### src/rtl/pio_pkg.sv
package pio_pkg;
   typedef struct packed {
      logic a_bidir;
      logic a_strobed;
      logic a_input;
      logic cu_input;
      logic b_strobed;
      logic b_input;
      logic cl_input;
   } pio_mode_t;

   localparam int unsigned PC_B_INTR = 0;
   localparam int unsigned PC_B_FLAG = 1;
   localparam int unsigned PC_B_EN   = 2;
   localparam int unsigned PC_A_INTR = 3;
   localparam int unsigned PC_A_ENI  = 4;
   localparam int unsigned PC_A_IBF  = 5;
   localparam int unsigned PC_A_ENO  = 6;
   localparam int unsigned PC_A_OBF  = 7;

   localparam logic [1:0] ADR_A   = 2'd0;
   localparam logic [1:0] ADR_B   = 2'd1;
   localparam logic [1:0] ADR_C   = 2'd2;
   localparam logic [1:0] ADR_CTL = 2'd3;
endpackage

### src/rtl/pio_mask_gen.sv
module pio_mask_gen
   import pio_pkg::*;
#(
   parameter int unsigned DW = 8
)(
   input  pio_mode_t       mode,
   output logic [DW-1:0]   wmask,
   output logic [DW-1:0]   omask
);
   localparam logic [DW-1:0] HI_NIB   = DW'(8'hF0);
   localparam logic [DW-1:0] LO3      = DW'(8'h07);
   localparam logic [DW-1:0] BIT3     = DW'(8'h08);
   localparam logic [DW-1:0] A_BI_O   = DW'(8'hA8);
   localparam logic [DW-1:0] A_BI_W   = DW'(8'h50);
   localparam logic [DW-1:0] A_SI_O   = DW'(8'h28);
   localparam logic [DW-1:0] A_SI_W   = DW'(8'h10);
   localparam logic [DW-1:0] A_SI_GP  = DW'(8'hC0);
   localparam logic [DW-1:0] A_SO_O   = DW'(8'h88);
   localparam logic [DW-1:0] A_SO_W   = DW'(8'h40);
   localparam logic [DW-1:0] A_SO_GP  = DW'(8'h30);
   localparam logic [DW-1:0] B_S_O    = DW'(8'h03);
   localparam logic [DW-1:0] B_S_W    = DW'(8'h04);

   logic [DW-1:0] gp;

   always_comb begin
      wmask = '0;
      omask = '0;
      gp    = '0;
      if (mode.a_bidir) begin
         omask = A_BI_O;
         wmask = A_BI_W;
      end else if (mode.a_strobed) begin
         if (mode.a_input) begin
            omask = A_SI_O;
            wmask = A_SI_W;
            if (!mode.cu_input) gp = A_SI_GP;
         end else begin
            omask = A_SO_O;
            wmask = A_SO_W;
            if (!mode.cu_input) gp = A_SO_GP;
         end
      end else if (!mode.cu_input) begin
         gp = HI_NIB;
      end
      if (mode.b_strobed) begin
         omask = omask | B_S_O;
         wmask = wmask | B_S_W;
      end else if (!mode.cl_input) begin
         gp = gp | LO3;
      end
      if (!mode.a_bidir && !mode.a_strobed && !mode.cl_input) gp = gp | BIT3;
      omask = omask | gp;
      wmask = wmask | gp;
   end
endmodule

### src/rtl/pio_portc_reg.sv
module pio_portc_reg #(
   parameter int unsigned DW = 8,
   localparam int unsigned SW = $clog2(DW)
)(
   input  logic            clk,
   input  logic            rst_n,
   input  logic [DW-1:0]   clr_vec,
   input  logic            ld_en,
   input  logic [DW-1:0]   ld_data,
   input  logic            bsr_en,
   input  logic [SW-1:0]   bsr_sel,
   input  logic            bsr_val,
   input  logic [DW-1:0]   wmask,
   input  logic [DW-1:0]   hclr_vec,
   input  logic [DW-1:0]   set_vec,
   output logic [DW-1:0]   q
);
   for (genvar i = 0; i < DW; i++) begin : g_bit
      logic nxt;
      always_comb begin
         nxt = q[i];
         if (clr_vec[i]) nxt = 1'b0;
         if (ld_en && wmask[i]) nxt = ld_data[i];
         if (bsr_en && (bsr_sel == SW'(i)) && wmask[i]) nxt = bsr_val;
         if (hclr_vec[i]) nxt = 1'b0;
         if (set_vec[i]) nxt = 1'b1;
      end
      always_ff @(posedge clk) begin
         if (!rst_n) q[i] <= 1'b0;
         else        q[i] <= nxt;
      end
   end
endmodule

### src/rtl/pio_ctrl.sv
module pio_ctrl
   import pio_pkg::*;
#(
   parameter int unsigned     DW          = 8,
   parameter logic [DW-1:0]   CTRL_RST    = DW'(8'h1B),
   parameter logic [DW-1:0]   WMASK_RST   = '1
)(
   input  logic            clk,
   input  logic            rst_n,
   input  logic [1:0]      addr,
   input  logic            wr_en,
   input  logic            rd_en,
   input  logic [DW-1:0]   wdata,
   output logic [DW-1:0]   rdata,
   input  logic [DW-1:0]   pa_in,
   output logic [DW-1:0]   pa_out,
   output logic            pa_oe,
   input  logic [DW-1:0]   pb_in,
   output logic [DW-1:0]   pb_out,
   output logic            pb_oe,
   input  logic            pb_stb,
   output logic [DW-1:0]   pc_out,
   output logic [DW-1:0]   pc_oe
);
   localparam int unsigned SW = $clog2(DW);

   if (DW != 8) begin : g_bad_width
      $error("pio_ctrl: port C layout requires DW == 8");
   end

   logic [DW-1:0] ctl_q, pa_q, pb_q, pc_q, pc_wmask, pc_omask;
   logic [DW-1:0] new_wmask, new_omask;
   pio_mode_t     cur, nxt_mode;

   assign cur      = pio_mode_t'(ctl_q[6:0]);
   assign nxt_mode = pio_mode_t'(wdata[6:0]);

   logic ctl_wr, mode_wr, bsr_wr, grp_a_chg, grp_b_chg, new_a_hs;
   logic b_hs_in, b_hs_out, hs_set, hs_intr, hs_clr;

   assign ctl_wr    = wr_en && (addr == ADR_CTL);
   assign mode_wr   = ctl_wr && wdata[7];
   assign bsr_wr    = ctl_wr && !wdata[7];
   assign grp_a_chg = mode_wr && ({nxt_mode.a_bidir, nxt_mode.a_strobed} != {cur.a_bidir, cur.a_strobed});
   assign grp_b_chg = mode_wr && (nxt_mode.b_strobed != cur.b_strobed);
   assign new_a_hs  = nxt_mode.a_bidir || nxt_mode.a_strobed;

   assign b_hs_in   = cur.b_strobed && cur.b_input;
   assign b_hs_out  = cur.b_strobed && !cur.b_input;
   assign hs_set    = pb_stb && cur.b_strobed && !mode_wr;
   assign hs_intr   = hs_set && pc_q[PC_B_EN];
   assign hs_clr    = (b_hs_in  && rd_en && (addr == ADR_B)) ||
                      (b_hs_out && wr_en && (addr == ADR_B));

   logic [DW-1:0] clr_vec, hclr_vec, set_vec;
   always_comb begin
      clr_vec = '0;
      clr_vec[7:4] = {4{grp_a_chg}};
      clr_vec[2:0] = {3{grp_b_chg}};
      clr_vec[PC_A_INTR] = grp_b_chg && !new_a_hs;
      hclr_vec = '0;
      hclr_vec[PC_B_FLAG] = hs_clr;
      hclr_vec[PC_B_INTR] = hs_clr;
      set_vec = '0;
      set_vec[PC_B_FLAG] = hs_set;
      set_vec[PC_B_INTR] = hs_intr;
   end

   pio_mask_gen #(.DW(DW)) u_mask (
      .mode  (nxt_mode),
      .wmask (new_wmask),
      .omask (new_omask)
   );

   pio_portc_reg #(.DW(DW)) u_pc (
      .clk      (clk),
      .rst_n    (rst_n),
      .clr_vec  (clr_vec),
      .ld_en    (wr_en && (addr == ADR_C)),
      .ld_data  (wdata),
      .bsr_en   (bsr_wr),
      .bsr_sel  (wdata[SW:1]),
      .bsr_val  (wdata[0]),
      .wmask    (pc_wmask),
      .hclr_vec (hclr_vec),
      .set_vec  (set_vec),
      .q        (pc_q)
   );

   always_ff @(posedge clk) begin
      if (!rst_n) begin
         ctl_q    <= CTRL_RST;
         pc_wmask <= WMASK_RST;
         pc_omask <= '0;
         pa_q     <= '0;
         pb_q     <= '0;
      end else begin
         if (mode_wr) begin
            ctl_q    <= wdata;
            pc_wmask <= new_wmask;
            pc_omask <= new_omask;
         end
         if (grp_a_chg)                          pa_q <= '0;
         else if (wr_en && (addr == ADR_A))      pa_q <= wdata;
         if (grp_b_chg)                          pb_q <= '0;
         else if (wr_en && (addr == ADR_B) && !cur.b_input) pb_q <= wdata;
         else if (hs_set && cur.b_input)         pb_q <= pb_in;
      end
   end

   always_comb begin
      unique case (addr)
         ADR_A:   rdata = (cur.a_bidir || cur.a_input) ? pa_in : pa_q;
         ADR_B:   rdata = (cur.b_input && !cur.b_strobed) ? pb_in : pb_q;
         ADR_C:   rdata = pc_q;
         default: rdata = '1;
      endcase
   end

   assign pa_out = pa_q;
   assign pa_oe  = cur.a_bidir || !cur.a_input;
   assign pb_out = pb_q;
   assign pb_oe  = !cur.b_input;
   assign pc_out = pc_q & pc_omask;
   assign pc_oe  = pc_omask;
endmodule

### config.mk
export PLATFORM = sky130hd
export DESIGN_NAME = pio_ctrl
export DESIGN_NICKNAME = d
export VERILOG_FILES = /design/src/rtl/pio_pkg.sv /design/src/rtl/pio_mask_gen.sv /design/src/rtl/pio_portc_reg.sv /design/src/rtl/pio_ctrl.sv
export SDC_FILE = /design/constraint.sdc
export NUM_CORES = 1
export LEC_CHECK = 0
export BUFFER_PORTS_ARGS = -buffer_cell sky130_fd_sc_hd__buf_4
export CAP_MARGIN = 30
export CELL_PAD_IN_SITES_DETAIL_PLACEMENT = 1
export CELL_PAD_IN_SITES_GLOBAL_PLACEMENT = 2
export CORE_MARGIN = 2
export CORE_UTILIZATION = 26
export DETAILED_ROUTE_END_ITERATION = 10
export GPL_TIMING_DRIVEN = 0
export PLACE_DENSITY_LB_ADDON = 0.25
export RECOVER_POWER = 50
export SKIP_CTS_REPAIR_TIMING = 1
export SLEW_MARGIN = 20
export SYNTH_ARGS = -nofsm -noshare
export SYNTH_HDL_FRONTEND = slang
export SYNTH_SLANG_ARGS = --single-unit
### constraint.sdc
create_clock -name clk -period 1.65 [get_ports clk]
set_clock_uncertainty 0.1 [all_clocks]
set_input_delay 0.33 -clock clk [delete_from_list [all_inputs] [get_ports clk]]
set_output_delay 0.33 -clock clk [all_outputs]
set_load 0.03 [all_outputs]
Word level (Yosys, flattened, before mapping)
Index checks and enable logic that the tools add are counted.
- register bits after elaboration: 47
- latch bits: 0
- memory bits (writable): 0
- bits in read-only memories: 0
- memories kept: 0
- add/subtract/negate cells: 0
- multiply operators: 0
- div/mod/pow operators: 0
- $lt $le $gt $ge: 0
- equal/unequal tests: 12
- shift operators: 0
- multiplexer cells: 45
- bitwise operators: 4
- reductions and logical operators: 73
- operators by type and width (operator ; number):
    8-bit two-way mux ; 12
    1-bit logical AND ; 47
    8-bit one-hot mux with 3 select lines ; 1
    1-bit two-way mux ; 23
    7-bit two-way mux ; 3
    3-bit nonzero test ; 6
    3-bit equality test (second input constant) ; 4
    5-bit nonzero test ; 2
    1-bit logical NOT ; 9
    3-bit two-way mux ; 3
    8-bit bitwise AND ; 1
    7-bit by 8-bit OR with 8-bit output ; 1
    8-bit OR ; 1
    3-bit by 2-bit equality test with 1-bit output (second input constant) ; 2
    6-bit two-way mux ; 1
    2-bit equality test (second input constant) ; 2
    1-bit logical OR ; 4
    4-bit two-way mux ; 1
    2-bit OR reduction ; 2
    3-bit by 1-bit equality test with 1-bit output (second input constant) ; 1
    3-bit logical NOT ; 1
    2-bit by 1-bit equality test with 1-bit output (second input constant) ; 1
    2-bit logical NOT ; 1
    2-bit two-way mux ; 1
    4 further kinds ; 4

Depth between registers and ports, before layout
- depth after elaboration: 9
- mapped depth: 6

Hierarchy
A second synthesis with hierarchy kept.
- cell total of the unflattened synthesis: 328
- area, all modules: 2777.7 µm²
- by module, submodules not included (module ; instances ; cells an instance ; area each (µm²) ; seq. area each (µm²)):
    pio_ctrl ; 1 ; 234 ; 2008.2 ; 740.7
    pio_portc_reg ; 1 ; 74 ; 640.6 ; 160.2
    pio_mask_gen ; 1 ; 20 ; 128.9 ; 0.0

Worst setup path after synthesis
Ideal clock, no wire load.
- path type: input port to output port
- from: input port addr[1]
- to: output port rdata[3]
- arrival time: 1.525 ns
- required time: 1.220 ns
- setup slack: -0.305 ns
- stages: 5
- cell sequence: buf_4 > clkbuf_1 > clkbuf_1 > a21oi_1 > o22ai_1
- word-level cells in the longest chain between the ends: 2
- RTL lines (element ; line ; text):
    start: declaration ; pio_ctrl.sv:10 ; input logic [1:0] addr,
    2-bit equality test (tied with other cells) ; pio_ctrl.sv:112 ; unique case (addr)
    8-bit one-hot mux with 3 select lines (*) ; pio_ctrl.sv:112 ;
    end: declaration ; pio_ctrl.sv:14 ; output logic [DW-1:0] rdata,
Every way passes the cells marked *; elsewhere a longest branch is shown, timed or not.

Final worst setup path
- from: register ctl_q[1]
- to: output port rdata[4]
- word-level cells in the longest chain between the ends: 3
- RTL lines (element ; line ; text):
    start: declaration ; pio_ctrl.sv:31 ; logic [DW-1:0] ctl_q, pa_q, pb_q, pc_q, pc_wmask, pc_omask;
    start signal: assignment ; pio_ctrl.sv:99 ; ctl_q <= wdata;
    1-bit logical AND ; pio_ctrl.sv:114 ; ADR_B: rdata = (cur.b_input && !cur.b_strobed) ? pb_in : pb_q;
    8-bit two-way mux ; pio_ctrl.sv:114 ;
    8-bit one-hot mux with 3 select lines ; pio_ctrl.sv:112 ;
Every way passes these cells.

==> impl_metrics.prom <==
# TYPE chip_impl_metric gauge
chip_impl_info{name="outcome",value="finished with violations"} 1
chip_impl_info{name="violations_in_the_final_reports",value="negative setup slack"} 1
chip_impl_metric{name="power.ir.vdd_worst",unit="mV"} 0.2895
chip_impl_metric{name="antenna-diode-count",unit=""} 0
chip_impl_info{name="layout.cells.most_common",value="nand2_1"} 1
chip_impl_metric{name="synth_area_in_compound_gates",unit="%"} 20.71
chip_impl_metric{name="vias",unit=""} 2574
chip_impl_info{name="worst_path_cell_with_the_longest_stage_delay",value="dfxtp_4"} 1
chip_impl_metric{name="overflow",unit=""} 0
chip_impl_info{name="layout.cells.most_common_list",value="nand2_1, buf_4, dfxtp_1"} 1
chip_impl_metric{name="placement.io_buffers",unit=""} 70
chip_impl_metric{name="rows",unit=""} 35
chip_impl_metric{name="least_margin_pin_slew",unit="ns"} 0.6334
chip_impl_metric{name="post_synth_xor_area_fraction",unit="%"} 1.063
chip_impl_info{name="synthTopCellsByArea",value="dfxtp_1, nand2_1, mux2i_1, mux2_2, a21oi_1"} 1
chip_impl_metric{name="dieHeight",unit="µm"} 101.5
chip_impl_metric{name="ys_ff_latch",unit=""} 43
chip_impl_metric{name="first_global_vias",unit=""} 2545
chip_impl_metric{name="cts_max_path_buffers",unit=""} 2
chip_impl_metric{name="worst-path-max-fanout",unit=""} 8
chip_impl_metric{name="cts.htree.levels",unit=""} 2
chip_impl_metric{name="grt_max_degree",unit=""} 13
chip_impl_metric{name="antenna_found_initial",unit=""} 0
chip_impl_metric{name="p_per_cell_area",unit="nW/µm²"} 708.4
chip_impl_metric{name="timing.critical_path.buf_inv",unit=""} 2
chip_impl_metric{name="placeableCoreArea",unit="µm²"} 9240
chip_impl_metric{name="layout-drive-gt1-share",unit="%"} 24.94
chip_impl_info{name="timing.critical_path.cells",value="nor2b_4 > buf_8 > mux2_4 > o21ai_2 > o211ai_1 > buf_4"} 1
chip_impl_metric{name="power.switching",unit="µW"} 721.1
chip_impl_metric{name="wl",unit="mm"} 9.152
chip_impl_metric{name="max_clock_freq",unit="GHz"} 0.4575
chip_impl_metric{name="internal_power",unit="mW"} 1.566
chip_impl_info{name="clockRootBuffer",value="clkbuf_8"} 1
chip_impl_metric{name="fin_ws",unit="ns"} -0.5359
chip_impl_metric{name="leakage",unit="nW"} 1.244
chip_impl_metric{name="synthDistinctLibCells",unit=""} 51
chip_impl_info{name="setup_repair_after_global_routing_missed_its_margin",value="yes"} 1
chip_impl_metric{name="post-route-util",unit="%"} 34.94
chip_impl_info{name="worst_reg2reg_path_startpoint",value="ctl_q[1]"} 1
chip_impl_metric{name="synth_sequential_area_ratio",unit="%"} 34.84
chip_impl_info{name="combinational_family_with_the_most_area_after_synthesis",value="simple AND/OR/NAND/NOR gates"} 1
chip_impl_metric{name="synth_top_cell_area_share",unit="%"} 34.84
chip_impl_metric{name="synth_async_sr_flop_share",unit="%"} 0
chip_impl_info{name="yosysTopAreaCell",value="dfxtp_1"} 1
chip_impl_info{name="min_path_type",value="in -> reg"} 1
chip_impl_metric{name="combinationalPowerShare",unit="%"} 22.3
chip_impl_metric{name="ioPinCount",unit=""} 73
chip_impl_metric{name="setup_viol",unit=""} 16
chip_impl_metric{name="syn_avg_cell_area",unit="µm²"} 8.023
chip_impl_metric{name="critPathArrivalTime",unit="ns"} 1.76
chip_impl_info{name="critical-path-top-delay-family",value="flip-flops"} 1
chip_impl_metric{name="dp_hpwl",unit="mm"} 6.760
chip_impl_metric{name="critPathMaxStageDelay",unit="ns"} 0.38
chip_impl_metric{name="synth_fp_nets",unit=""} 339
chip_impl_metric{name="layout_min_cycle_time",unit="ns"} 2.186
chip_impl_metric{name="hold_viol_final",unit=""} 0
chip_impl_metric{name="clock_power_share",unit="%"} 29.9
chip_impl_metric{name="synth_enable_flop_cells",unit=""} 0
chip_impl_metric{name="post_drt_wl_per_cell",unit="µm"} 17.81
chip_impl_metric{name="floorplan.die_area",unit="µm²"} 10300
chip_impl_metric{name="synth_fa_ha_area_share",unit="%"} 0
chip_impl_metric{name="synth.cell_area",unit="µm²"} 2471
chip_impl_metric{name="starting_drc_count_in_detailed_routing",unit=""} 80
chip_impl_metric{name="cap_violations",unit=""} 0
chip_impl_metric{name="gp_congestion",unit=""} 0.8378
chip_impl_metric{name="clkTransAtPathRegs",unit="ns"} 0.08
chip_impl_info{name="cp-startpoint",value="ctl_q[1]"} 1
chip_impl_metric{name="drt_pass_1_iters",unit=""} 4
chip_impl_metric{name="global_route.usage.total",unit="%"} 17.87
chip_impl_info{name="crit_path_start_kind",value="flip-flop"} 1
chip_impl_metric{name="fin_setup_tns",unit="ns"} -4.689
chip_impl_metric{name="flow.area_growth_from_synthesis",unit="%"} 30.63
chip_impl_info{name="cts_tree",value="done"} 1
chip_impl_info{name="hold_path_startpoint",value="wdata[4]"} 1
chip_impl_metric{name="muxShareOfSynthArea",unit="%"} 10.94
chip_impl_metric{name="ant_nets",unit=""} 0
chip_impl_metric{name="clkLatencyLatePin",unit="ns"} 0.30
chip_impl_metric{name="numCtsBuffers",unit=""} 5
chip_impl_metric{name="horizontal_die_dimension",unit="µm"} 101.5
chip_impl_metric{name="slew-limit-headroom",unit="%"} 57.78
chip_impl_metric{name="nNetsFinal",unit=""} 415
chip_impl_info{name="worst_setup_path_end_kind",value="output port"} 1
chip_impl_metric{name="slew_viol_final",unit=""} 0
chip_impl_metric{name="crit_required",unit="ns"} 1.22
chip_impl_metric{name="synth_simple_gate_area_share",unit="%"} 26.23
chip_impl_metric{name="post-route-period-util",unit="%"} 132.5
chip_impl_metric{name="drc",unit=""} 0
chip_impl_metric{name="effective_utilization_at_floorplan",unit="%"} 26.74
chip_impl_metric{name="vias_per_cell",unit=""} 5.008
chip_impl_metric{name="power.sequential.fraction",unit="%"} 47.8
chip_impl_metric{name="clock-sinks",unit=""} 43
chip_impl_metric{name="netSwitchingFraction",unit="%"} 31.53
chip_impl_info{name="critical_path_start_end_classification",value="reg -> out"} 1
chip_impl_metric{name="synthCells",unit=""} 308
chip_impl_metric{name="grt_pass1_wl",unit="mm"} 14.11
chip_impl_metric{name="yosysWarningCount",unit=""} 0
chip_impl_info{name="synth_top_flop_cell",value="dfxtp_1"} 1
[cell families (layout without fill, tap and decap cells)]
family / Yosys count / in the layout
buffers and inverters: 30 / 107
AOI/OAI and AO/OA: 76 / 76
xor gates and xnor gates: 3 / 3
muxes: 26 / 26
and+or+nand+nor: 130 / 130
DFF: 43 / 43
[synthesized netlist by cell type (all sizes together) (2+ instances only)]
library cell and number:
a211oi 8, a21boi 6, a21oi 17, a31oi 2, a32oi 3, and2 9, and3 2, buf 12
clkbuf 14, dfxtp 43, inv 4, mux2 8, mux2i 18, nand2 52, nand2b 4, nand3 12
nand3b 5, nand4 3, nand4b 2, nor2 22, nor2b 3, nor3 4, nor3b 3, o211ai 8
o21a 3, o21ai 15, o221a 2, o22ai 4, o32ai 2, or2 3, xor2 3
[power groups by stage]
stage | Combinational [mW] | Clock, mW | Sequential [mW]
after floorplan | 0.277 | 0 | 1.14
after global placement | 0.509 | 0 | 1.12
after detailed placement | 0.510 | 0 | 1.12
after CTS | 0.512 | 0.706 | 1.10
after global routing | 0.554 | 0.745 | 1.10
final | 0.510 | 0.684 | 1.09
[final timing paths]
| kind | slack (ns) | to | cells past startpoint |
|---|---|---|---|
| setup / recovery | -0.54 | rdata[4] | 6 |
| hold / removal | 0.22 | ctl_q[4] | 3 |
| setup reg to reg | -0.01 | pb_out[5] | 6 |
| hold reg to reg | 0.38 | pa_out[5] | 2 |
[worst min-delay path: stages]
cell     delay [ns]
buf_4          0.13
nand2_1        0.05
nand3_1        0.07
[metal layers]
| layer | wire [µm] | GRT usage, % |
|---|---|---|
| met3 | 402 | 3.106 |
| met1 | 4322 | 24.54 |
| met2 | 4356 | 29.85 |
| met5 | 0 | 0 |
| met4 | 70 | 3.015 |
[through the flow]
stage	worst slack [ns]	hold WS, ns	cells	total power [mW]	area [µm²]
2_1_floorplan	-0.1171	0.3370	308	1.414	2514
4_1_cts	-0.6529	0.2224	515	2.314	3282
5_1_grt	-0.5924	0.2250	514	2.397	3228
3_3_place_gp	-0.4841	0.3649	507	1.628	3201
3_5_place_dp	-0.4984	0.3683	507	1.630	3201
6_report	-0.5359	0.2211	514	2.287	3228
[flip-flops by register name, indices dropped and copies added (netlist names)]
name / count
pc_wmask: 7
pc_oe: 7
pa_out: 8
pb_out: 8
ctl_q: 5
u_pc.q: 8
[area by class of cell]
type                            count  area [µm²]
Buffer                             25       173.9
Timing Repair Buffer               70       427.9
Clock buffer                        7       76.32
Multi-Input combinational cell    235        1503
Tap cell                          129       161.4
Inverter                            4       15.01
Fill cell                        1155        6012
Clock inverter                      1       5.005
Sequential cell                    43       865.8
No activity file was read; power rests on OpenSTA's default activity.
